[src/rtl/cfi_probe_pkg.sv]
package cfi_probe_pkg;

  typedef enum logic [1:0] {
    ST_IDLE,
    ST_ISSUE,
    ST_WAIT,
    ST_FIN
  } st_e;

  typedef enum logic [2:0] {
    PH_ENTER,
    PH_SIG,
    PH_HDR,
    PH_RGN,
    PH_EXIT
  } ph_e;

  localparam logic [7:0] CMD_RST_A  = 8'hF0;
  localparam logic [7:0] CMD_RST_B  = 8'hFF;
  localparam logic [7:0] CMD_QUERY  = 8'h98;
  localparam logic [7:0] OFF_QUERY  = 8'h55;
  localparam logic [7:0] OFF_SIG    = 8'h10;
  localparam logic [7:0] OFF_RGN    = 8'h2D;

  localparam int BLK_W  = 17;
  localparam int BSZ_W  = 24;
  localparam int SPAN_W = BLK_W + BSZ_W;

  // header fields in the order they are captured
  function automatic logic [7:0] hdr_off(input logic [2:0] i);
    case (i)
      3'd0:    hdr_off = 8'h13;
      3'd1:    hdr_off = 8'h14;
      3'd2:    hdr_off = 8'h1F;
      3'd3:    hdr_off = 8'h23;
      3'd4:    hdr_off = 8'h21;
      3'd5:    hdr_off = 8'h25;
      3'd6:    hdr_off = 8'h27;
      default: hdr_off = 8'h2C;
    endcase
  endfunction

  function automatic logic [7:0] sig_char(input logic [1:0] i);
    case (i)
      2'd0:    sig_char = 8'h51;
      2'd1:    sig_char = 8'h52;
      default: sig_char = 8'h59;
    endcase
  endfunction

  function automatic logic [BSZ_W-1:0] bsize_dec(input logic [15:0] f);
    if (f == 16'd0) bsize_dec = BSZ_W'(128);
    else            bsize_dec = {f, 8'h00};
  endfunction

endpackage

[src/rtl/cfi_bus_port.sv]
module cfi_bus_port #(
  parameter int ADDR_W = 9,
  parameter int WAIT_W = 4
) (
  input  logic              clk,
  input  logic              rst_n,
  input  logic              go_i,
  input  logic              we_i,
  input  logic [7:0]        off_i,
  input  logic [7:0]        wdata_i,
  input  logic [WAIT_W-1:0] wait_i,
  output logic              ack_o,
  output logic [7:0]        rdata_o,
  output logic              fl_req_o,
  output logic              fl_we_o,
  output logic [ADDR_W-1:0] fl_addr_o,
  output logic [7:0]        fl_wdata_o,
  input  logic [7:0]        fl_rdata_i
);

  logic              req_q, req_d;
  logic              we_q;
  logic [ADDR_W-1:0] addr_q;
  logic [7:0]        wd_q;
  logic [WAIT_W-1:0] lim_q;
  logic [WAIT_W-1:0] cnt_q, cnt_d;
  logic              last;

  assign last = req_q && (we_q || (cnt_q == lim_q));

  always_comb begin
    req_d = req_q;
    cnt_d = cnt_q;
    if (go_i) begin
      req_d = 1'b1;
      cnt_d = '0;
    end else if (last) begin
      req_d = 1'b0;
      cnt_d = '0;
    end else if (req_q) begin
      cnt_d = cnt_q + 1'b1;
    end
  end

  always_ff @(posedge clk or negedge rst_n) begin
    if (!rst_n) begin
      req_q <= 1'b0;
      cnt_q <= '0;
    end else begin
      req_q <= req_d;
      cnt_q <= cnt_d;
    end
  end

  // payload registers load only when a new access is launched
  always_ff @(posedge clk or negedge rst_n) begin
    if (!rst_n) begin
      we_q   <= 1'b0;
      addr_q <= '0;
      wd_q   <= '0;
      lim_q  <= '0;
    end else if (go_i) begin
      we_q   <= we_i;
      addr_q <= ADDR_W'({off_i, 1'b0});
      wd_q   <= wdata_i;
      lim_q  <= wait_i;
    end
  end

  assign ack_o      = last;
  assign rdata_o    = fl_rdata_i;
  assign fl_req_o   = req_q;
  assign fl_we_o    = we_q;
  assign fl_addr_o  = addr_q;
  assign fl_wdata_o = wd_q;

  AST_ADDR_EVEN: assert property (@(posedge clk) disable iff (!rst_n)
    fl_req_o |-> (fl_addr_o[0] == 1'b0));
  AST_WR_ONE_CYCLE: assert property (@(posedge clk) disable iff (!rst_n)
    (fl_req_o && fl_we_o) |=> !fl_req_o);
  AST_RD_ADDR_HELD: assert property (@(posedge clk) disable iff (!rst_n)
    (fl_req_o && !fl_we_o && !ack_o) |=> (fl_req_o && $stable(fl_addr_o)));
  AST_NO_LAUNCH_BUSY: assert property (@(posedge clk) disable iff (!rst_n)
    go_i |-> !fl_req_o);

endmodule

[src/rtl/cfi_region_acc.sv]
module cfi_region_acc
  import cfi_probe_pkg::*;
#(
  parameter int MAX_RGN = 8,
  parameter int OFS_W   = 44,
  localparam int RIDX_W = $clog2(MAX_RGN)
) (
  input  logic                     clk,
  input  logic                     rst_n,
  input  logic                     clr_i,
  input  logic                     commit_i,
  input  logic [RIDX_W-1:0]        idx_i,
  input  logic [15:0]              cnt_fld_i,
  input  logic [15:0]              sz_fld_i,
  output logic [MAX_RGN*OFS_W-1:0] start_o,
  output logic [MAX_RGN*BLK_W-1:0] blocks_o,
  output logic [MAX_RGN*BSZ_W-1:0] bsize_o
);

  logic [BLK_W-1:0]  blocks_d;
  logic [BSZ_W-1:0]  bsize_d;
  logic [SPAN_W-1:0] span;
  logic [OFS_W-1:0]  acc_q;

  assign blocks_d = BLK_W'(cnt_fld_i) + BLK_W'(1);
  assign bsize_d  = bsize_dec(sz_fld_i);
  assign span     = SPAN_W'(blocks_d) * SPAN_W'(bsize_d);

  always_ff @(posedge clk or negedge rst_n) begin
    if (!rst_n)        acc_q <= '0;
    else if (clr_i)    acc_q <= '0;
    else if (commit_i) acc_q <= acc_q + OFS_W'(span);
  end

  for (genvar g = 0; g < MAX_RGN; g++) begin : g_slot
    logic [OFS_W-1:0] st_q;
    logic [BLK_W-1:0] bl_q;
    logic [BSZ_W-1:0] bs_q;
    logic             hit;

    assign hit = commit_i && (idx_i == RIDX_W'(g));

    always_ff @(posedge clk or negedge rst_n) begin
      if (!rst_n) begin
        st_q <= '0;
        bl_q <= '0;
        bs_q <= '0;
      end else if (clr_i) begin
        st_q <= '0;
        bl_q <= '0;
        bs_q <= '0;
      end else if (hit) begin
        st_q <= acc_q;
        bl_q <= blocks_d;
        bs_q <= bsize_d;
      end
    end

    assign start_o[g*OFS_W +: OFS_W]  = st_q;
    assign blocks_o[g*BLK_W +: BLK_W] = bl_q;
    assign bsize_o[g*BSZ_W +: BSZ_W]  = bs_q;
  end

  AST_ACC_GROWS: assert property (@(posedge clk) disable iff (!rst_n)
    commit_i |=> (acc_q > $past(acc_q)));
  AST_SLOT0_ORIGIN: assert property (@(posedge clk) disable iff (!rst_n)
    (commit_i && idx_i == '0) |-> (acc_q == '0));

endmodule

[src/rtl/cfi_geom_probe.sv]
module cfi_geom_probe
  import cfi_probe_pkg::*;
#(
  parameter int MAX_RGN = 8,
  parameter int OFS_W   = 44,
  parameter int ADDR_W  = 9,
  parameter int WAIT_W  = 4,
  localparam int RIDX_W = $clog2(MAX_RGN),
  localparam int RCNT_W = $clog2(MAX_RGN + 1),
  localparam int STEP_W = RIDX_W + 2
) (
  input  logic                     clk,
  input  logic                     rst_n,
  input  logic                     start_i,
  input  logic [WAIT_W-1:0]        rd_wait_i,
  output logic                     busy_o,
  output logic                     done_o,
  output logic                     err_nodev_o,
  output logic                     err_regovf_o,
  output logic [15:0]              cmdset_o,
  output logic [8:0]               wr_tmo_exp_o,
  output logic [8:0]               er_tmo_exp_o,
  output logic [7:0]               size_exp_o,
  output logic [RCNT_W-1:0]        region_cnt_o,
  output logic [MAX_RGN*OFS_W-1:0] rgn_start_o,
  output logic [MAX_RGN*BLK_W-1:0] rgn_blocks_o,
  output logic [MAX_RGN*BSZ_W-1:0] rgn_bsize_o,
  output logic                     fl_req_o,
  output logic                     fl_we_o,
  output logic [ADDR_W-1:0]        fl_addr_o,
  output logic [7:0]               fl_wdata_o,
  input  logic [7:0]               fl_rdata_i
);

  st_e               st_q, st_d;
  ph_e               ph_q, ph_d;
  logic [STEP_W-1:0] step_q, step_d;
  logic [15:0]       cs_q, cs_d;
  logic [8:0]        wexp_q, wexp_d, eexp_q, eexp_d;
  logic [7:0]        sexp_q, sexp_d;
  logic [RCNT_W-1:0] rcnt_q, rcnt_d;
  logic              nodev_q, nodev_d, ovf_q, ovf_d;
  logic [23:0]       fld_q, fld_d;

  logic              go, ack, commit, acc_clr, to_exit;
  logic              cmd_we;
  logic [7:0]        cmd_off, cmd_wd, rdata;
  logic [RIDX_W-1:0] ridx;
  logic              cs_dual, cs_single, rgn_last;

  assign ridx      = step_q[STEP_W-1:2];
  assign cs_dual   = (cs_q == 16'd2);
  assign cs_single = (cs_q == 16'd1) || (cs_q == 16'd3);
  assign rgn_last  = (RCNT_W'(ridx) + RCNT_W'(1)) == rcnt_q;

  // command decode from phase and step
  always_comb begin
    cmd_we  = 1'b0;
    cmd_off = 8'h00;
    cmd_wd  = 8'h00;
    case (ph_q)
      PH_ENTER: begin
        cmd_we  = 1'b1;
        cmd_off = step_q[0] ? OFF_QUERY : 8'h00;
        cmd_wd  = step_q[0] ? CMD_QUERY : CMD_RST_A;
      end
      PH_SIG:  cmd_off = OFF_SIG + 8'(step_q[1:0]);
      PH_HDR:  cmd_off = hdr_off(step_q[2:0]);
      PH_RGN:  cmd_off = OFF_RGN + 8'(step_q);
      PH_EXIT: begin
        cmd_we  = 1'b1;
        cmd_off = 8'h00;
        cmd_wd  = step_q[0] ? CMD_RST_B : CMD_RST_A;
      end
      default: ;
    endcase
  end

  // sequencer next state
  always_comb begin
    st_d    = st_q;
    ph_d    = ph_q;
    step_d  = step_q;
    cs_d    = cs_q;
    wexp_d  = wexp_q;
    eexp_d  = eexp_q;
    sexp_d  = sexp_q;
    rcnt_d  = rcnt_q;
    nodev_d = nodev_q;
    ovf_d   = ovf_q;
    fld_d   = fld_q;
    go      = 1'b0;
    commit  = 1'b0;
    acc_clr = 1'b0;
    to_exit = 1'b0;
    case (st_q)
      ST_IDLE: if (start_i) begin
        st_d    = ST_ISSUE;
        ph_d    = PH_ENTER;
        step_d  = '0;
        cs_d    = '0;
        wexp_d  = '0;
        eexp_d  = '0;
        sexp_d  = '0;
        rcnt_d  = '0;
        nodev_d = 1'b0;
        ovf_d   = 1'b0;
        acc_clr = 1'b1;
      end
      ST_ISSUE: begin
        go   = 1'b1;
        st_d = ST_WAIT;
      end
      ST_WAIT: if (ack) begin
        st_d   = ST_ISSUE;
        step_d = step_q + 1'b1;
        case (ph_q)
          PH_ENTER: if (step_q[0]) begin
            ph_d   = PH_SIG;
            step_d = '0;
          end
          PH_SIG: begin
            if (rdata != sig_char(step_q[1:0])) begin
              nodev_d = 1'b1;
              st_d    = ST_FIN;
            end else if (step_q[1:0] == 2'd2) begin
              ph_d   = PH_HDR;
              step_d = '0;
            end
          end
          PH_HDR: begin
            case (step_q[2:0])
              3'd0: cs_d[7:0]  = rdata;
              3'd1: cs_d[15:8] = rdata;
              3'd2: wexp_d     = {1'b0, rdata};
              3'd3: wexp_d     = wexp_q + {1'b0, rdata};
              3'd4: eexp_d     = {1'b0, rdata};
              3'd5: eexp_d     = eexp_q + {1'b0, rdata};
              3'd6: sexp_d     = rdata;
              default: begin
                if (int'(rdata) > MAX_RGN) begin
                  ovf_d  = 1'b1;
                  rcnt_d = RCNT_W'(MAX_RGN);
                end else begin
                  rcnt_d = RCNT_W'(rdata);
                end
                if (rdata == 8'd0) begin
                  to_exit = 1'b1;
                end else begin
                  ph_d   = PH_RGN;
                  step_d = '0;
                end
              end
            endcase
          end
          PH_RGN: begin
            case (step_q[1:0])
              2'd0: fld_d[7:0]   = rdata;
              2'd1: fld_d[15:8]  = rdata;
              2'd2: fld_d[23:16] = rdata;
              default: begin
                commit = 1'b1;
                if (rgn_last) to_exit = 1'b1;
              end
            endcase
          end
          PH_EXIT: if (step_q[0]) st_d = ST_FIN;
          default: ;
        endcase
        if (to_exit) begin
          if (cs_dual) begin
            ph_d   = PH_EXIT;
            step_d = '0;
          end else if (cs_single) begin
            ph_d   = PH_EXIT;
            step_d = STEP_W'(1);
          end else begin
            st_d = ST_FIN;
          end
        end
      end
      ST_FIN:  st_d = ST_IDLE;
      default: st_d = ST_IDLE;
    endcase
  end

  always_ff @(posedge clk or negedge rst_n) begin
    if (!rst_n) begin
      st_q    <= ST_IDLE;
      ph_q    <= PH_ENTER;
      step_q  <= '0;
      cs_q    <= '0;
      wexp_q  <= '0;
      eexp_q  <= '0;
      sexp_q  <= '0;
      rcnt_q  <= '0;
      nodev_q <= 1'b0;
      ovf_q   <= 1'b0;
      fld_q   <= '0;
    end else begin
      st_q    <= st_d;
      ph_q    <= ph_d;
      step_q  <= step_d;
      cs_q    <= cs_d;
      wexp_q  <= wexp_d;
      eexp_q  <= eexp_d;
      sexp_q  <= sexp_d;
      rcnt_q  <= rcnt_d;
      nodev_q <= nodev_d;
      ovf_q   <= ovf_d;
      fld_q   <= fld_d;
    end
  end

  cfi_bus_port #(
    .ADDR_W (ADDR_W),
    .WAIT_W (WAIT_W)
  ) bus_i (
    .clk        (clk),
    .rst_n      (rst_n),
    .go_i       (go),
    .we_i       (cmd_we),
    .off_i      (cmd_off),
    .wdata_i    (cmd_wd),
    .wait_i     (rd_wait_i),
    .ack_o      (ack),
    .rdata_o    (rdata),
    .fl_req_o   (fl_req_o),
    .fl_we_o    (fl_we_o),
    .fl_addr_o  (fl_addr_o),
    .fl_wdata_o (fl_wdata_o),
    .fl_rdata_i (fl_rdata_i)
  );

  cfi_region_acc #(
    .MAX_RGN (MAX_RGN),
    .OFS_W   (OFS_W)
  ) acc_i (
    .clk       (clk),
    .rst_n     (rst_n),
    .clr_i     (acc_clr),
    .commit_i  (commit),
    .idx_i     (ridx),
    .cnt_fld_i (fld_q[15:0]),
    .sz_fld_i  ({rdata, fld_q[23:16]}),
    .start_o   (rgn_start_o),
    .blocks_o  (rgn_blocks_o),
    .bsize_o   (rgn_bsize_o)
  );

  assign busy_o       = (st_q != ST_IDLE);
  assign done_o       = (st_q == ST_FIN);
  assign err_nodev_o  = nodev_q;
  assign err_regovf_o = ovf_q;
  assign cmdset_o     = cs_q;
  assign wr_tmo_exp_o = wexp_q;
  assign er_tmo_exp_o = eexp_q;
  assign size_exp_o   = sexp_q;
  assign region_cnt_o = rcnt_q;

  AST_DONE_PULSE: assert property (@(posedge clk) disable iff (!rst_n)
    done_o |=> !done_o);
  AST_IDLE_QUIET: assert property (@(posedge clk) disable iff (!rst_n)
    !busy_o |-> !fl_req_o);
  AST_RCNT_LIMIT: assert property (@(posedge clk) disable iff (!rst_n)
    int'(region_cnt_o) <= MAX_RGN);
  AST_OVF_CLAMP: assert property (@(posedge clk) disable iff (!rst_n)
    err_regovf_o |-> (int'(region_cnt_o) == MAX_RGN));
  AST_NODEV_STOP: assert property (@(posedge clk) disable iff (!rst_n)
    $rose(err_nodev_o) |-> !fl_req_o);
  AST_START_BUSY: assert property (@(posedge clk) disable iff (!rst_n)
    (start_i && !busy_o) |=> busy_o);

endmodule

[config.mk]
export PLATFORM = sky130hd
export DESIGN_NAME = cfi_geom_probe
export DESIGN_NICKNAME = d
export VERILOG_FILES = /design/src/rtl/cfi_probe_pkg.sv /design/src/rtl/cfi_bus_port.sv /design/src/rtl/cfi_region_acc.sv /design/src/rtl/cfi_geom_probe.sv
export SDC_FILE = /design/constraint.sdc
export NUM_CORES = 2
export LEC_CHECK = 0
export BUFFER_PORTS_ARGS = -buffer_cell sky130_fd_sc_hd__buf_4
export CAP_MARGIN = 20
export CORE_MARGIN = 2
export CORE_UTILIZATION = 36
export CTS_BUF_LIST = sky130_fd_sc_hd__clkbuf_8
export DETAILED_ROUTE_END_ITERATION = 10
export PLACE_DENSITY = 0.66
export SKIP_LAST_GASP = 1
export SYNTH_ARGS = -nofsm -noshare
export SYNTH_HDL_FRONTEND = slang
export SYNTH_HIERARCHICAL = 1
export SYNTH_SLANG_ARGS = --single-unit
[constraint.sdc]
create_clock -name clk -period 12.9 [get_ports clk]
set_clock_uncertainty 0.1 [all_clocks]
set_input_delay 0.645 -clock clk [delete_from_list [all_inputs] [get_ports clk]]
set_output_delay 0.645 -clock clk [all_outputs]
set_load 0.02 [all_outputs]
## After elaboration in Yosys (flattened, before gate mapping)

Cells that the tools add are included.

| operators by class | value |
|---|---|
| add/subtract/negate cells | 9 |
| multiply operators | 1 |
| $lt $le $gt $ge | 1 |
| equality and inequality tests | 40 |
| multiplexer cells | 150 |
| reductions and logical operators | 47 |

Operators with widths:

| operator | number |
|---|---|
| 44-bit 2-to-1 mux | 18 |
| 24-bit 2-to-1 mux | 17 |
| 17-bit 2-to-1 mux | 16 |
| 8-bit 2-to-1 mux | 9 |
| 9-bit one-hot mux with 2 select lines | 4 |
| 5-bit 2-to-1 mux | 10 |
| 16-bit 2-to-1 mux | 3 |
| 9-bit 2-to-1 mux | 5 |
| 44-bit by 41-bit adder with 44-bit output | 1 |
| 6-bit one-hot mux with 7 select lines | 1 |
| 17-bit by 24-bit multiplier with 41-bit output | 1 |
| 4-bit 2-to-1 mux | 9 |
| 5-bit AND reduction | 7 |
| 16-bit by 2-bit equality test with 1-bit output, second input constant | 2 |
| 16-bit one-hot mux with 2 select lines | 1 |
| 8-bit one-hot mux with 2 select lines | 2 |
| 3-bit 2-to-1 mux | 10 |
| 7-bit one-hot mux with 4 select lines | 1 |
| 3-bit equality test, second input constant | 8 |
| 1-bit 2-to-1 mux | 24 |
| 2-bit nonzero test | 12 |
| 9-bit by 8-bit adder with 9-bit output | 2 |
| 3-bit by 2-bit equality test with 1-bit output, second input constant | 6 |
| 16-bit by 1-bit adder with 17-bit output, second input constant | 1 |
| 39 further kinds | 78 |

| word-level totals | value |
|---|---|
| bits in registers | 832 |
| output and inout bits | 749 |

## Logic depth before layout (Yosys ltp)

| depth | value |
|---|---|
| depth in word-level cells | 13 |
| gate-level depth with buffers | 29 |
| mapped depth without buffers | 27 |

## Modules after synthesis

The synthesis kept the hierarchy.

Modules (own cells, without submodules):

| module | times used | cells an instance | area an instance (um2) |
|---|---|---|---|
| cfi_region_acc | 1 | 4202 | 37841.3 |
| cfi_geom_probe | 1 | 490 | 4882.2 |
| cfi_bus_port | 1 | 80 | 1127.3 |

## Least setup slack after synthesis

Ideal clock, no wire load.

| timing | value |
|---|---|
| path type | flip-flop to flip-flop |
| start point | register fld_q[2] |
| end point | register acc_i.acc_q[43] |
| library setup time | 0.104 ns |
| arrival | 6.962 ns |
| path slack | 5.734 ns |
| stages on the path, launching flop included | 29 |
| cells stage by stage | dfrtp_1 -> nand3_1 -> nor2_1 -> nand4_1 -> inv_1 -> nand3_1 -> xnor2_1 -> clkbuf_1 -> nand2_1 -> fa_1 -> inv_1 -> fa_1 -> inv_1 -> fa_1 -> inv_1 -> fa_1 -> fa_1 -> inv_1 -> fa_1 -> inv_1 -> ha_1 -> and3_1 -> nor2b_1 -> o31a_1 -> o21a_1 -> o311a_4 -> o2111a_1 -> a211o_1 -> o311ai_1 |

| between the ends | value |
|---|---|
| word-level cells in the longest chain between the ends | 5 |

Ends and longest elaborated chain:

| what | RTL line | text |
|---|---|---|
| from (decl) | cfi_geom_probe.sv:43 | `logic [23:0] fld_q, fld_d;` |
| from (signal assigned) | cfi_geom_probe.sv:211 | `fld_q <= fld_d;` |
| 16-bit by 1-bit adder with 17-bit output | cfi_region_acc.sv:25 | `assign blocks_d = BLK_W'(cnt_fld_i) + BLK_W'(1);` |
| 17-bit by 24-bit multiplier with 41-bit output | cfi_region_acc.sv:27 | `assign span = SPAN_W'(blocks_d) * SPAN_W'(bsize_d);` |
| 44-bit by 41-bit adder with 44-bit output | cfi_region_acc.sv:32 | `else if (commit_i) acc_q <= acc_q + OFS_W'(span);` |
| 44-bit 2-to-1 mux | cfi_region_acc.sv:32 |  |
| 44-bit 2-to-1 mux | cfi_region_acc.sv:31 | `else if (clr_i) acc_q <= '0;` |
| to (signal assigned) | cfi_region_acc.sv:32 |  |
| to (decl) | cfi_region_acc.sv:23 | `logic [OFS_W-1:0] acc_q;` |

No other way between the ends. The select of a mux whose other input is x is not followed.
A chain may end at the register's enable or synchronous reset.

## Worst setup path after layout

| timing | value |
|---|---|
| start point | register fld_q[0] |
| end point | register acc_i.acc_q[35] |

The elaborated chain is that of the path after synthesis.

==> flow_summary.json <==
{
  "synthMuxAreaShare_pct": 2.19,
  "wl_per_cell_um": 22.1,
  "drive_gt1_share_pct": 20.3,
  "gp_congestion": 0.885,
  "ant_nets": 0,
  "synthAdderAreaFrac_pct": 15.8,
  "htreeDepth": 4,
  "numCtsBuffers": 141,
  "clock_sinks": 776,
  "setup_viol": 0,
  "grt_pass1_vias": 36470,
  "ys_ff_latch": 776,
  "cpMaxStageDelayCell": "dfrtp_1",
  "worstPathRequired_ps": 13560,
  "synth-seq-area-share_pct": 44.3,
  "synthFlopType": "dfrtp_1",
  "utilization_pct": 43.9,
  "powerDensity_nw_per_um2": 172,
  "die-area_sq_um": 125000,
  "grt_usage_pct": 24.9,
  "status": "completed",
  "grt_max_degree": 182,
  "seqPwrFrac_pct": 28.2,
  "path_buf_inv": 5,
  "internal_power_mw": 5.37,
  "via_per_inst": 5.20,
  "drtIter0Drc": 3364,
  "hold_viol": 0,
  "cts_setup_buffers": 0,
  "synthXorXnorAreaFrac_pct": 1.28,
  "synth_edf_count": 0,
  "overflow": 0,
  "grt_pass1_wl_mm": 235,
  "drv_slew": 0,
  "clock_latency_ps": 860,
  "fin_crit_ps": 8450,
  "tns_ps": 0,
  "postCtsHoldBufs": 5,
  "clk_path_buf_depth": 3,
  "regToRegSetupSlack_ps": 4450,
  "setup.worst_path.end_class": "register",
  "start_util_pct": 36.1,
  "relSlewSlack_pct": 21.3,
  "vdd_drop_max_mv": 0.260,
  "whs_ps": 212,
  "power_leakage_nw": 25.8,
  "period_share_pct": 65.5,
  "dr.pass1.iters": 5,
  "synth_compound_area_share_pct": 11.8,
  "critPathArrivalTime_ps": 9100,
  "clockPowerShare_pct": 26.4,
  "timing.fmax_mhz": 118,
  "switching_share_pct": 41.4,
  "ys_warn_count": 6,
  "cts_root_buffer": "clkbuf_8",
  "crit_chain": "nand4_1 > inv_1 > nand3_1 > xnor2_1 > buf_4 > nand2_1 > fa_1 > inv_1 > fa_1 > fa_1 > fa_1 > fa_1 > inv_1 > fa_1 > inv_1 > ha_1 > and3_1 > nor2b_1 > o31a_1 > o311ai_2 > a211oi_1 > o21a_1 > o21a_1 > o32ai_1",
  "slowest_delay_ps": 1070,
  "synthCells": 4772,
  "start_kind": "register",
  "critical_path_class": "register to register",
  "ys_types": 97,
  "row_count": 128,
  "power_frac_comb_pct": 45.4,
  "cts_tree": "done",
  "cts_resized": 0,
  "areaGrowthSynthToFinish_pct": 21.5,
  "routed_wl_mm": 156,
  "ios": 764,
  "syn_area_per_cell_sq_um": 9.19,
  "synth_top_family_by_area": "simple AND/OR/NAND/NOR gates",
  "numPortBuffers": 706,
  "synth_simple_gate_area_share_pct": 17.1,
  "worstMarginPinSlew_ps": 1180,
  "cp_top_family": "adder cells",
  "hpwl_mm": 105,
  "nets": 5757,
  "cap_violations": 0,
  "synth_area_sq_um": 43900,
  "die_width_um": 353,
  "antenna_found_initial": 8,
  "p_switching_mw": 3.79,
  "async_flop_share_pct": 100,
  "drcViolationCount": 0,
  "cp_common_cell": "fa_1",
  "critPathMaxFanout": 30,
  "coreArea_sq_um": 121000,
  "hold_path.class": "input pin to register",
  "vias": 36744,
  "rsz0062_at_grt": "no",
  "power.total_mw": 9.16,
  "clk_pin_slew_ps": 60,
  "die_y_um": 353
}
==> path summary, 6_finish.rpt <==
kind | startpoint | end | cells after the start
setup / recovery | fld_q[0]$_DFFE_PN0P_ | acc_i/acc_q[35]$_DFFE_PN0P_ | 24
hold / removal | start_i | region_cnt_o[3]$_DFFE_PN0P_ | 4
setup reg to reg | fld_q[0]$_DFFE_PN0P_ | acc_i/acc_q[35]$_DFFE_PN0P_ | 24
hold reg to reg | size_exp_o[4]$_DFFE_PN0P_ | size_exp_o[4]$_DFFE_PN0P_ | 2
max in group asynchronous | rst_n | bus_i/lim_q[0]$_DFFE_PN0P_ | 5
min in group asynchronous | rst_n | acc_i/g_slot[6].st_q[39]$_DFFE_PN0P_ | 2
==> tightest hold or removal path, stage by stage <==
cell and delay (ps):
buf_4 90, nand2_1 150, a21oi_1 190, a21oi_1 50
==> kinds of logic after synthesis <==
| kind of cell | Yosys count |
|---|---|
| compound gates | 879 |
| xor+xnor | 64 |
| fa+ha+maj | 399 |
| buf+inv | 798 |
| flops | 776 |
| mux | 88 |
| other cells | 3 |
| simple gates | 1765 |
==> layout by cell type (no fill, tap or decap), types with 6 or more instances in the layout <==
| master | synthesis | routed |
|---|---|---|
| nand2_1 | 1221 | 1218 |
| buf_4 | 67 | 782 |
| dfrtp_1 | 776 | 776 |
| a21oi_1 | 575 | 575 |
| inv_1 | 377 | 419 |
| fa_1 | 260 | 260 |
| nor2_1 | 225 | 219 |
| clkbuf_8 | 3 | 167 |
| ha_1 | 139 | 139 |
| a211oi_1 | 120 | 120 |
| and2_1 | 94 | 93 |
| nor2b_1 | 68 | 67 |
| mux2_2 | 61 | 61 |
| conb_1 | 3 | 58 |
| o21ai_0 | 46 | 46 |
| xnor2_1 | 36 | 35 |
| nand2b_1 | 32 | 32 |
| xor2_1 | 28 | 26 |
| mux2i_1 | 26 | 26 |
| nand3_1 | 27 | 23 |
| nor3_1 | 23 | 21 |
| a21o_1 | 18 | 18 |
| o31ai_1 | 13 | 13 |
| o211ai_1 | 13 | 13 |
| o21a_1 | 12 | 12 |
| nor4_1 | 10 | 10 |
| a31oi_1 | 9 | 9 |
| nand4_1 | 9 | 9 |
| clkinv_2 | 0 | 8 |
| a22o_1 | 7 | 7 |
| nand3b_1 | 7 | 7 |
| or3_1 | 6 | 6 |
| nor2_4 | 0 | 6 |
| clkinvlp_4 | 0 | 6 |
==> routing by layer <==
metal / GRT usage (%) / wire length [um] / vias to the layer above
li1: - / - / 16326
met1: 31.4 / 62300 / 18522
met2: 39.7 / 73400 / 1498
met3: 5.47 / 11500 / 398
met4: 13.8 / 9190 / 0
met5: 0 / 0 / -
==> per-stage QoR <==
step / cell area (sq um) / setup WS, ps / instances
after detailed placement: 50300 / 4070 / 6817
after CTS: 53200 / 4020 / 7062
final: 53300 / 4450 / 7068
after floorplan: 44100 / 5730 / 4827
after global routing: 53300 / 3990 / 7067
after global placement: 50200 / 4330 / 6815
==> synthesized netlist by cell type, drive strengths merged, types with 9 or more instances <==
cell / instances / share of area, %
a211oi: 122 / 2.1
a21o: 21 / 0.37
a21oi: 577 / 6.6
a31oi: 9 / 0.13
and2: 94 / 1.3
and3: 9 / 0.15
buf: 93 / 1.4
clkbuf: 326 / 2.9
dfrtp: 776 / 44
fa: 260 / 12
ha: 139 / 4.0
inv: 377 / 3.2
mux2: 62 / 1.6
mux2i: 26 / 0.59
nand2: 1222 / 10
nand2b: 32 / 0.46
nand3: 28 / 0.33
nand4: 9 / 0.13
nor2: 227 / 2.0
nor2b: 68 / 0.97
nor3: 26 / 0.36
nor4: 11 / 0.19
o211ai: 13 / 0.22
o21a: 13 / 0.23
o21ai: 48 / 0.56
o31ai: 13 / 0.22
xnor2: 36 / 0.72
xor2: 28 / 0.56
==> cell type report <==
class | count | area [sq um]
clock buffers | 167 | 2300
repair buffers | 793 | 6060
clock inverters | 73 | 551
well taps | 1625 | 2030
diodes | 3 | 7.51
multi-input cells | 3253 | 21500
flip-flops and latches | 776 | 19400
inverters | 378 | 1430
fillers | 11822 | 68100
==> power groups by stage <==
stage | Combinational [mW] | Sequential [mW] | Clock (mW)
2_1_floorplan | 3.11 | 2.67 | 0
3_3_place_gp | 4.04 | 2.62 | 0
3_5_place_dp | 4.10 | 2.63 | 0
4_1_cts | 4.13 | 2.58 | 2.46
5_1_grt | 4.70 | 2.59 | 2.57
6_report | 4.16 | 2.58 | 2.41
==> state kept, by name (all words and copies together) (netlist names), 2 cells and up <==
signal / count
cmdset_o: 16
region_cnt_o: 4
acc_i/g_slot.bl_q: 136
size_exp_o: 8
bus_i/cnt_q: 4
bus_i/fl_addr_o: 8
st_q: 2
er_tmo_exp_o: 9
fld_q: 24
step_q: 5
acc_i/g_slot.st_q: 352
acc_i/g_slot.bs_q: 136
wr_tmo_exp_o: 9
ph_q: 3
bus_i/lim_q: 4
bus_i/fl_wdata_o: 8
acc_i/acc_q: 44
Power figures use the tool's default switching activity.
